## src/rtl/dgrp_pkg.sv

```systemverilog
package dgrp_pkg;
    typedef enum logic [2:0] {
        U_PSEUDO = 3'd0,
        U_INT    = 3'd1,
        U_MEM    = 3'd2,
        U_FLT    = 3'd3,
        U_VEC    = 3'd4,
        U_VPRM   = 3'd5,
        U_CREG   = 3'd6,
        U_BR     = 3'd7
    } unit_e;

    typedef enum logic [1:0] {
        V_CLEAR = 2'b00,
        V_HAZ   = 2'b01,
        V_NOOP  = 2'b10
    } verdict_e;

    typedef enum logic {
        GRP_OPEN    = 1'b0,
        GRP_CLOSING = 1'b1
    } grp_state_e;
endpackage

```

## src/rtl/dgrp_verdict.sv

```systemverilog
module dgrp_verdict
    import dgrp_pkg::*;
#(
    parameter int SLOTS     = 5,
    parameter int CRACK_MAX = 2,
    parameter int CREG_MAX  = 2,
    localparam int CW       = $clog2(SLOTS + 1)
) (
    input  logic          clk,
    input  logic          rst_n,
    input  logic          valid,
    input  unit_e         unit,
    input  logic          first,
    input  logic          single,
    input  logic          cracked,
    input  logic          ctr_br,
    input  logic [CW-1:0] cnt,
    input  logic          full,
    input  logic          ctr_flag,
    output verdict_e      verdict
);
    logic slot_haz;
    logic real_op;

    assign real_op = valid && (unit != U_PSEUDO);

    always_comb begin
        slot_haz = full;
        if ((first || single) && (cnt != '0))
            slot_haz = 1'b1;
        if (cracked && (cnt > CW'(CRACK_MAX)))
            slot_haz = 1'b1;
        unique case (unit)
            U_INT, U_MEM, U_FLT, U_VEC, U_VPRM:
                if (cnt == CW'(SLOTS - 1)) slot_haz = 1'b1;
            U_CREG:
                if (cnt >= CW'(CREG_MAX)) slot_haz = 1'b1;
            U_BR, U_PSEUDO: ;
            default: ;
        endcase
    end

    always_comb begin
        if (!real_op)
            verdict = V_CLEAR;
        else if (slot_haz)
            verdict = V_HAZ;
        else if (ctr_flag && ctr_br)
            verdict = V_NOOP;
        else
            verdict = V_CLEAR;
    end

    assert_pseudo_clear_R2: assert property (@(posedge clk) disable iff (!rst_n)
        (!valid || unit == U_PSEUDO) |-> verdict == V_CLEAR);
    assert_late_first_R3: assert property (@(posedge clk) disable iff (!rst_n)
        (real_op && (first || single) && cnt != '0) |-> verdict == V_HAZ);
    assert_noop_needs_flag_R9: assert property (@(posedge clk) disable iff (!rst_n)
        (verdict == V_NOOP) |-> (ctr_flag && ctr_br));
endmodule

```

## src/rtl/dgrp_track.sv

```systemverilog
module dgrp_track
    import dgrp_pkg::*;
#(
    parameter int SLOTS = 5,
    localparam int CW   = $clog2(SLOTS + 1)
) (
    input  logic          clk,
    input  logic          rst_n,
    input  logic          valid,
    input  unit_e         unit,
    input  logic          single,
    input  logic          cracked,
    input  logic          ctr_wr,
    input  logic          accept,
    input  logic          advance,
    output logic [CW-1:0] cnt,
    output logic          ctr_flag,
    output logic          full,
    output logic          group_end,
    output logic          adv_err
);
    grp_state_e    state_q, state_d;
    logic [CW-1:0] cnt_d;
    logic          flag_d;
    logic          take, step;
    logic [CW:0]   base, sum;

    assign take = accept && valid && (unit != U_PSEUDO) && (state_q == GRP_OPEN);
    assign step = advance && !accept && (state_q == GRP_OPEN);

    always_comb begin
        base = (unit == U_BR || single) ? (CW+1)'(SLOTS - 1) : {1'b0, cnt};
        sum  = base + (cracked ? (CW+1)'(2) : (CW+1)'(1));
    end

    always_comb begin
        state_d = state_q;
        cnt_d   = cnt;
        flag_d  = ctr_flag;
        unique case (state_q)
            GRP_OPEN: begin
                if (take) begin
                    cnt_d = (sum >= (CW+1)'(SLOTS)) ? CW'(SLOTS) : sum[CW-1:0];
                    if (ctr_wr) flag_d = 1'b1;
                end else if (step) begin
                    cnt_d = cnt + CW'(1);
                end
                if (cnt_d == CW'(SLOTS))
                    state_d = GRP_CLOSING;          // FILL_DONE
            end
            GRP_CLOSING: begin
                state_d = GRP_OPEN;                 // RESTART
                cnt_d   = '0;
                flag_d  = 1'b0;
            end
            default: state_d = GRP_OPEN;
        endcase
    end

    always_ff @(posedge clk or negedge rst_n) begin
        if (!rst_n) begin
            state_q  <= GRP_OPEN;
            cnt      <= '0;
            ctr_flag <= 1'b0;
        end else begin
            state_q  <= state_d;
            cnt      <= cnt_d;
            ctr_flag <= flag_d;
        end
    end

    always_comb begin
        full      = (state_q == GRP_CLOSING);
        group_end = (state_q == GRP_CLOSING);
        adv_err   = advance && !accept && (state_q == GRP_CLOSING);
    end

    assert_count_bound_R1: assert property (@(posedge clk) disable iff (!rst_n)
        cnt <= CW'(SLOTS));
    assert_pulse_once_R8: assert property (@(posedge clk) disable iff (!rst_n)
        group_end |=> !group_end);
    assert_restart_clean_R8: assert property (@(posedge clk) disable iff (!rst_n)
        group_end |=> (cnt == '0 && !ctr_flag));
    assert_idle_commit_R2: assert property (@(posedge clk) disable iff (!rst_n)
        (state_q == GRP_OPEN && accept && (!valid || unit == U_PSEUDO)) |=> $stable(cnt));
endmodule

```

## src/rtl/dgrp_gate.sv

```systemverilog
module dgrp_gate #(
    parameter int SLOTS     = 5,
    parameter int CRACK_MAX = 2,
    parameter int CREG_MAX  = 2,
    localparam int CW       = $clog2(SLOTS + 1)
) (
    input  logic          clk,
    input  logic          rst_n,
    input  logic          cand_valid,
    input  logic [2:0]    cand_unit,
    input  logic          cand_first,
    input  logic          cand_single,
    input  logic          cand_cracked,
    input  logic          cand_ctr_wr,
    input  logic          cand_ctr_br,
    input  logic          accept,
    input  logic          advance,
    output logic [1:0]    verdict,
    output logic [CW-1:0] slot_count,
    output logic          group_end,
    output logic          adv_err
);
    import dgrp_pkg::*;

    unit_e    unit;
    verdict_e vd;
    logic     full;
    logic     ctr_flag;

    assign unit    = unit_e'(cand_unit);
    assign verdict = vd;

    dgrp_track #(.SLOTS(SLOTS)) u_track (
        .clk       (clk),
        .rst_n     (rst_n),
        .valid     (cand_valid),
        .unit      (unit),
        .single    (cand_single),
        .cracked   (cand_cracked),
        .ctr_wr    (cand_ctr_wr),
        .accept    (accept),
        .advance   (advance),
        .cnt       (slot_count),
        .ctr_flag  (ctr_flag),
        .full      (full),
        .group_end (group_end),
        .adv_err   (adv_err)
    );

    dgrp_verdict #(.SLOTS(SLOTS), .CRACK_MAX(CRACK_MAX), .CREG_MAX(CREG_MAX)) u_verdict (
        .clk      (clk),
        .rst_n    (rst_n),
        .valid    (cand_valid),
        .unit     (unit),
        .first    (cand_first),
        .single   (cand_single),
        .cracked  (cand_cracked),
        .ctr_br   (cand_ctr_br),
        .cnt      (slot_count),
        .full     (full),
        .ctr_flag (ctr_flag),
        .verdict  (vd)
    );
endmodule

```

## config.mk

```make
export PLATFORM = sky130hd
export DESIGN_NAME = dgrp_gate
export DESIGN_NICKNAME = d
export VERILOG_FILES = /design/src/rtl/dgrp_pkg.sv /design/src/rtl/dgrp_verdict.sv /design/src/rtl/dgrp_track.sv /design/src/rtl/dgrp_gate.sv
export SDC_FILE = /design/constraint.sdc
export NUM_CORES = 1
export LEC_CHECK = 0
export ABC_AREA = 1
export BUFFER_PORTS_ARGS = -buffer_cell sky130_fd_sc_hd__buf_2
export CORE_AREA = 2 2 39 41
export CTS_BUF_LIST = sky130_fd_sc_hd__clkbuf_2 sky130_fd_sc_hd__clkbuf_4 sky130_fd_sc_hd__clkbuf_8
export DETAILED_ROUTE_END_ITERATION = 10
export DIE_AREA = 0 0 41 43
export GPL_TIMING_DRIVEN = 0
export PLACE_DENSITY = 0.77
export RECOVER_POWER = 50
export SETUP_SLACK_MARGIN = 0.5
export SLEW_MARGIN = 30
export SYNTH_ARGS = -nofsm -noshare
export SYNTH_HDL_FRONTEND = slang
export SYNTH_SLANG_ARGS = --single-unit
```

## constraint.sdc

```tcl
create_clock -name clk -period 2.1 [get_ports clk]
set_input_delay 0.315 -clock clk [delete_from_list [all_inputs] [get_ports clk]]
set_output_delay 0.315 -clock clk [all_outputs]
set_load 0.01 [all_outputs]
```

==> reports/results.ini, run 1 <==
[finish]
final_core_util_pct = 62.3
drive_above_1_share_pct = 58.2
multi_input_area_um2 = 483
area_growth_pct = 50.4
n_fill_cell = 109
diodes = 0
register_area_um2 = 128
fin_nets = 130

[die]
start_util_pct = 41.4
die_x_um = 41
core-area_um2 = 1380
fp-row-count = 14
die_h_um = 43
io_pins = 20
die_area_um2 = 1760

[power]
seqPwrFrac_pct = 21.9
switching_share_pct = 47.7
comb_power_share_pct = 64.3
p_leak_nw = 0.434
power_uw = 950
p_int_uw = 497
ir_worst_vdd_mv = 0.554
clockPowerShare_pct = 13.8
power.switching_uw = 453
powerDensity_nw_per_um2 = 1100

[sta]
fmax_mhz = 557
final_hold_viol_count = 0
worstMarginPinSlew_ns = 0.308
finalSetupViolations = 0
slew_headroom_pct = 79.4
fin_crit_ns = 1.79
fin_worst_skew_ns = 0.00204
min_period_over_period_pct = 85.4
slew_violations = 0
setup-tns-final_ns = 0
rsz0062_at_grt = yes

[detailed_routing]
drcViolationCount = 0
wl_per_cell_um = 12.6
drt_wl_total_um = 1580
vias = 654
first_pass_iters = 4
postRouteAntennaNets = 0
viasPerCell = 5.19
drt_iter0_drc = 13

[global_route]
grt.total_usage_pct = 19.5
overflow = 0
grt_first_pass_wirelength_um = 2270
grt_max_degree = 7
grt_pass1_vias = 572
antenna_found_initial = 0

[yosys]
synthFlopType = dfrtp_1
syn_area_um2 = 573
yosysUniqueCellTypes = 22
synthCells = 80
synth_edf_count = 0
synth_seq_cells = 5
syn_nets = 99
syn_avg_cell_area_um2 = 7.16
synthTopCellsByArea = dfrtp_1 (22%), ha_1 (11%), nand2_1 (9.2%)
yosysTopAreaCell = dfrtp_1
yosys-top-cells-count = nand2_1 (14), inv_1 (10), nor2_1 (8)
synth.most_common_cell = nand2_1
synth_top_cell_area_share_pct = 21.8
ys.warnings.count = 0
ys_async_sr_fraction_pct = 100
yosysSeqAreaShare_pct = 21.8

[hold_path]
min_to = u_track.ctr_flag
min_path_type = input pin to register
hold-path-cell-count = 2
hp-start = cand_ctr_wr

[setup_path]
endpoint_kind = primary output
cp_num_buf_inv = 2
crit_slowest_cell = dfrtp_2
crit_arrival_ns = 1.48
start_kind = register
r2r_end = u_track.full
reg2reg_slack_ns = 0.33
critical_path_required_ns = 1.78
cp_top_family = flip-flops
crit_chain = inv_2, ha_4, a21oi_2, nor3_2, nand4_1, nor2_1, buf_2
worst_r2r_startpoint = u_track.cnt[0]
cp_max_fo = 3
crit_start = u_track.cnt[1]
cpPeakStageDelay_ns = 0.42
reg2reg_depth = 10
crit_type = register to primary output
crit_cells = 7

[clock_network]
clk_pin_slew_worst_paths_ns = 0.04
cts_buffer_depth = 2
cts_root_buf = clkbuf_4
cts_htree_levels = 1
cts_buffers = 3
cts_tree = yes
cts_sinks = 5
clock_latency_ns = 0.25

[place]
dp_hpwl_um = 1120
io_buffers = 19
gp_congestion = 0.760

[run_status]
status = complete, no violations

[flow_run]
cap_viol_max_count = 0

[per-layer routing]
metal  GRT usage (%)  routed length, um  up-vias
li1                -                  -      330
met5               0                  0        -
met1            20.7                609      290
met4            14.0                 79        0
met2            32.5                792       27
met3            2.62                102        7
[worst max path at each step]
stage | endpoint | slack (ns)
4_1_cts | verdict[1] | 0.30
3_3_place_gp | u_track.cnt[0] | 0.20
5_1_grt | verdict[1] | 0.17
6_report | verdict[1] | 0.31
3_5_place_dp | u_track.cnt[0] | 0.12
2_1_floorplan | u_track.full | 0.41
[cells in the final DEF, fill, tap and decap left out, types with 3 or more instances in the layout]
| cell | count |
|---|---|
| buf_4 | 6 |
| inv_1 | 7 |
| nand2_2 | 6 |
| nand3_2 | 4 |
| ha_1 | 3 |
| inv_2 | 6 |
| dfrtp_1 | 3 |
| nor2_1 | 5 |
| nor2_2 | 3 |
| a21oi_2 | 3 |
| clkbuf_1 | 3 |
| nand3_1 | 3 |
| nor2_4 | 3 |
| buf_2 | 16 |
| nand2_1 | 12 |
| nand4_1 | 5 |
| clkbuf_4 | 4 |
[worst register-to-register path: stages, from the launching register on]
cell and delay, ns:
dfrtp_2 0.42, inv_4 0.08, nor2_2 0.04, ha_2 0.18
fa_2 0.53, inv_2 0.05, nand2_2 0.05, nand3_2 0.07
nand3_2 0.09, nand3_2 0.07, nor2_2 0.11
[cells by family after synthesis]
logic type / Yosys count / synth area share (%)
and+or+nand+nor: 44 / 41.9
buffers and inverters: 14 / 9.17
AOI/OAI and AO/OA: 10 / 11.1
adders and majority gates: 6 / 14.4
DFF: 5 / 21.8
xor gates and xnor gates: 1 / 1.53
[final cells by class]
| class | count | area share [%] |
|---|---|---|
| multi-input combinational | 61 | 56.0 |
| timing repair buffer | 26 | 17.0 |
| sequential | 5 | 14.8 |
| inverter | 14 | 6.39 |
| clock buffer | 4 | 3.48 |
| tap | 16 | 2.32 |
[sequential cells by signal, indices dropped and copies added, names as in the netlist]
name and flops:
u_track.ctr_flag 1, u_track.full 1, u_track.cnt 3
[power groups by stage]
| stage | Combinational [mW] | Sequential, mW | Clock [mW] |
|---|---|---|---|
| detailed placement | 0.455 | 0.206 | 0 |
| global placement | 0.436 | 0.206 | 0 |
| global route | 0.684 | 0.212 | 0.143 |
| floorplan | 0.318 | 0.208 | 0 |
| finish | 0.611 | 0.208 | 0.131 |
| CTS | 0.549 | 0.198 | 0.128 |
[repair_timing]
item / CTS / global route
pin swaps: 1 / 9
hold buffers: 1 / 0
setup endpoints to repair: 5 / 6
resized for setup: 10 / 10
hold endpoints to repair: 5 / 0
setup buffers: 5 / 1
[per-stage QoR]
step / cell area, um2 / setup WS (ns) / hold WS, ns / instances
global route: 862 / 0.169 / 0.265 / 126
floorplan: 602 / 0.412 / 0.0194 / 80
global placement: 717 / 0.196 / 0.130 / 115
finish: 862 / 0.306 / 0.281 / 126
detailed placement: 717 / 0.125 / 0.132 / 115
CTS: 812 / 0.297 / 0.286 / 125
(Power assumes the default switching activity.)
==> run 2, diff against run 1 <==
==> constraint.sdc (replaced) <==
create_clock -name clk -period 2.1 [get_ports clk]
set_input_delay 0.42 -clock clk [delete_from_list [all_inputs] [get_ports clk]]
set_output_delay 0.42 -clock clk [all_outputs]
set_load 0.01 [all_outputs]
==> run 2 against run 1 <==
Net effect:
- cell count decreased by 2.4%
- setup slack lost 0.092 ns
- via count shrank 3.8%
- sequential power about the same
- register-to-register slack worse by 0.06 ns
- core utilization is 2.2 points lower
- critical endpoint unchanged
- highest routed layer is now met3
==> reports/results.ini, run 2 (synthesis gave the netlist of run 1 again) <==
[sta]
fmax_mhz = 530
worstMarginPinSlew_ns = 0.331
slew_violations = 0
finalSetupViolations = 0
holdWs_ns = 0.407
min_period_over_period_pct = 89.8
rsz0062_at_grt = yes
fin_crit_ns = 1.89
slew_headroom_pct = 77.8
setup-tns-final_ns = 0
final_hold_viol_count = 0
fin_worst_skew_ns = 0.00260

[setup_path]
reg2reg_depth = 10
cp_num_buf_inv = 2
crit_arrival_ns = 1.47
crit_type = register to primary output
crit_cells = 7
cpPeakStageDelay_ns = 0.41
endpoint_kind = primary output
critical_path_required_ns = 1.68
crit_slowest_cell = dfrtp_1
cp_top_family = flip-flops
crit_chain = inv_2, ha_4, a21oi_2, nor3_2, nand4_1, nor2_2, buf_2
cp_max_fo = 4
start_kind = register

[detailed_routing]
vias = 629
drt_iter0_drc = 18
wl_per_cell_um = 12.4
first_pass_iters = 5
drcViolationCount = 0
viasPerCell = 5.11
postRouteAntennaNets = 0
drt_wl_total_um = 1530

[finish]
top_register = u_track.cnt
largest_reg_flops = 3
register_area_um2 = 126
drive_above_1_share_pct = 53.3
layout_commonest_cell = buf_2
final_cell_mix = buf_2 (16), nand2_1 (13), inv_2 (7), inv_1 (7), nor2_1 (6)
diodes = 0
area_growth_pct = 45.2
fin_nets = 127
n_fill_cell = 119
multi_input_area_um2 = 479

[clock_network]
clock_latency_ns = 0.25
cts_buffer_depth = 2
cts_sinks = 5
cts_htree_levels = 1
clk_pin_slew_worst_paths_ns = 0.04
cts_root_buf = clkbuf_4
cts_buffers = 3
cts_tree = yes

[global_route]
overflow = 0
grt_pass1_vias = 565
antenna_found_initial = 0
grt_first_pass_wirelength_um = 2300
grt.total_usage_pct = 19.0
grt_max_degree = 7

[die]
die_area_um2 = 1760
io_pins = 20
die_x_um = 41
die_h_um = 43
fp-row-count = 14
core-area_um2 = 1380
start_util_pct = 41.4

[power]
power_uw = 905
power.switching_uw = 434
ir_worst_vdd_mv = 0.382
p_int_uw = 471
clockPowerShare_pct = 14.0
comb_power_share_pct = 63.4
seqPwrFrac_pct = 22.6
powerDensity_nw_per_um2 = 1090
p_leak_nw = 0.420
switching_share_pct = 48.0

[run_status]
status = complete, no violations

[place]
io_buffers = 19
gp_congestion = 0.776
dp_hpwl_um = 1110

[hold_path]
min_path_type = input pin to register
hold-path-cell-count = 2

[flow_run]
cap_viol_max_count = 0

-- run 2: power groups by stage --
stage | Sequential (mW) | Clock [mW] | Combinational [mW]
floorplan | 0.207 | 0 | 0.321
global placement | 0.207 | 0 | 0.438
detailed placement | 0.205 | 0 | 0.456
CTS | 0.203 | 0.131 | 0.551
global route | 0.209 | 0.138 | 0.648
finish | 0.205 | 0.126 | 0.574
-- run 2: path summary, 6_finish.rpt --
| path | start | endpoint | slack (ns) |
|---|---|---|---|
| worst max register to register | u_track.cnt[0] | u_track.cnt[0] | 0.27 |
| max in group asynchronous | rst_n | u_track.cnt[1] | 1.32 |
| worst max-delay path | u_track.cnt[0] | verdict[1] | 0.21 |
| worst min register to register | u_track.full | u_track.cnt[1] | 0.53 |
| min in group asynchronous | rst_n | u_track.ctr_flag | 0.55 |
| worst min-delay path | cand_ctr_wr | u_track.ctr_flag | 0.41 |
-- run 2: layout make-up --
type | instances | share of cell area (%)
Sequential cell | 5 | 15.2
Inverter | 14 | 6.32
Multi-Input combinational cell | 61 | 57.6
Clock buffer | 4 | 3.61
Tap cell | 16 | 2.41
Timing Repair Buffer | 23 | 14.9
-- run 2: timing repair --
| item | in CTS | in global routing |
|---|---|---|
| pin swaps | 6 | 6 |
| setup endpoints to repair | 6 | 6 |
| resized for setup | 11 | 3 |
| hold endpoints to repair | 5 | 0 |
| hold buffers | 1 | 0 |
| buffers inserted | 2 | 1 |
-- run 2: layer usage --
layer	wire, um	global-route usage, %	up-vias
met2	858	35.0	16
met4	0	3.33	0
met3	70	4.71	0
li1	-	-	324
met5	0	0	-
met1	597	20.2	289
-- run 2: through the flow --
stage	setup WS (ns)	cells	utilization, %	cell area (um2)
after floorplan	0.336	80	-	602
after global placement	0.111	115	51.8	717
after detailed placement	0.0423	115	51.8	717
after CTS	0.193	122	58.8	813
after global routing	0.0905	123	60.1	832
final	0.214	123	60.1	832
-- run 2: worst register-to-register path: stages (launching register included) --
cell and delay [ns]:
dfrtp_1 0.40, inv_2 0.08, nor2_1 0.14, ha_2 0.21
fa_2 0.43, inv_2 0.06, nand2_1 0.06, nand3_2 0.07
nand4_1 0.09, nand2_1 0.12, nor2_1 0.05
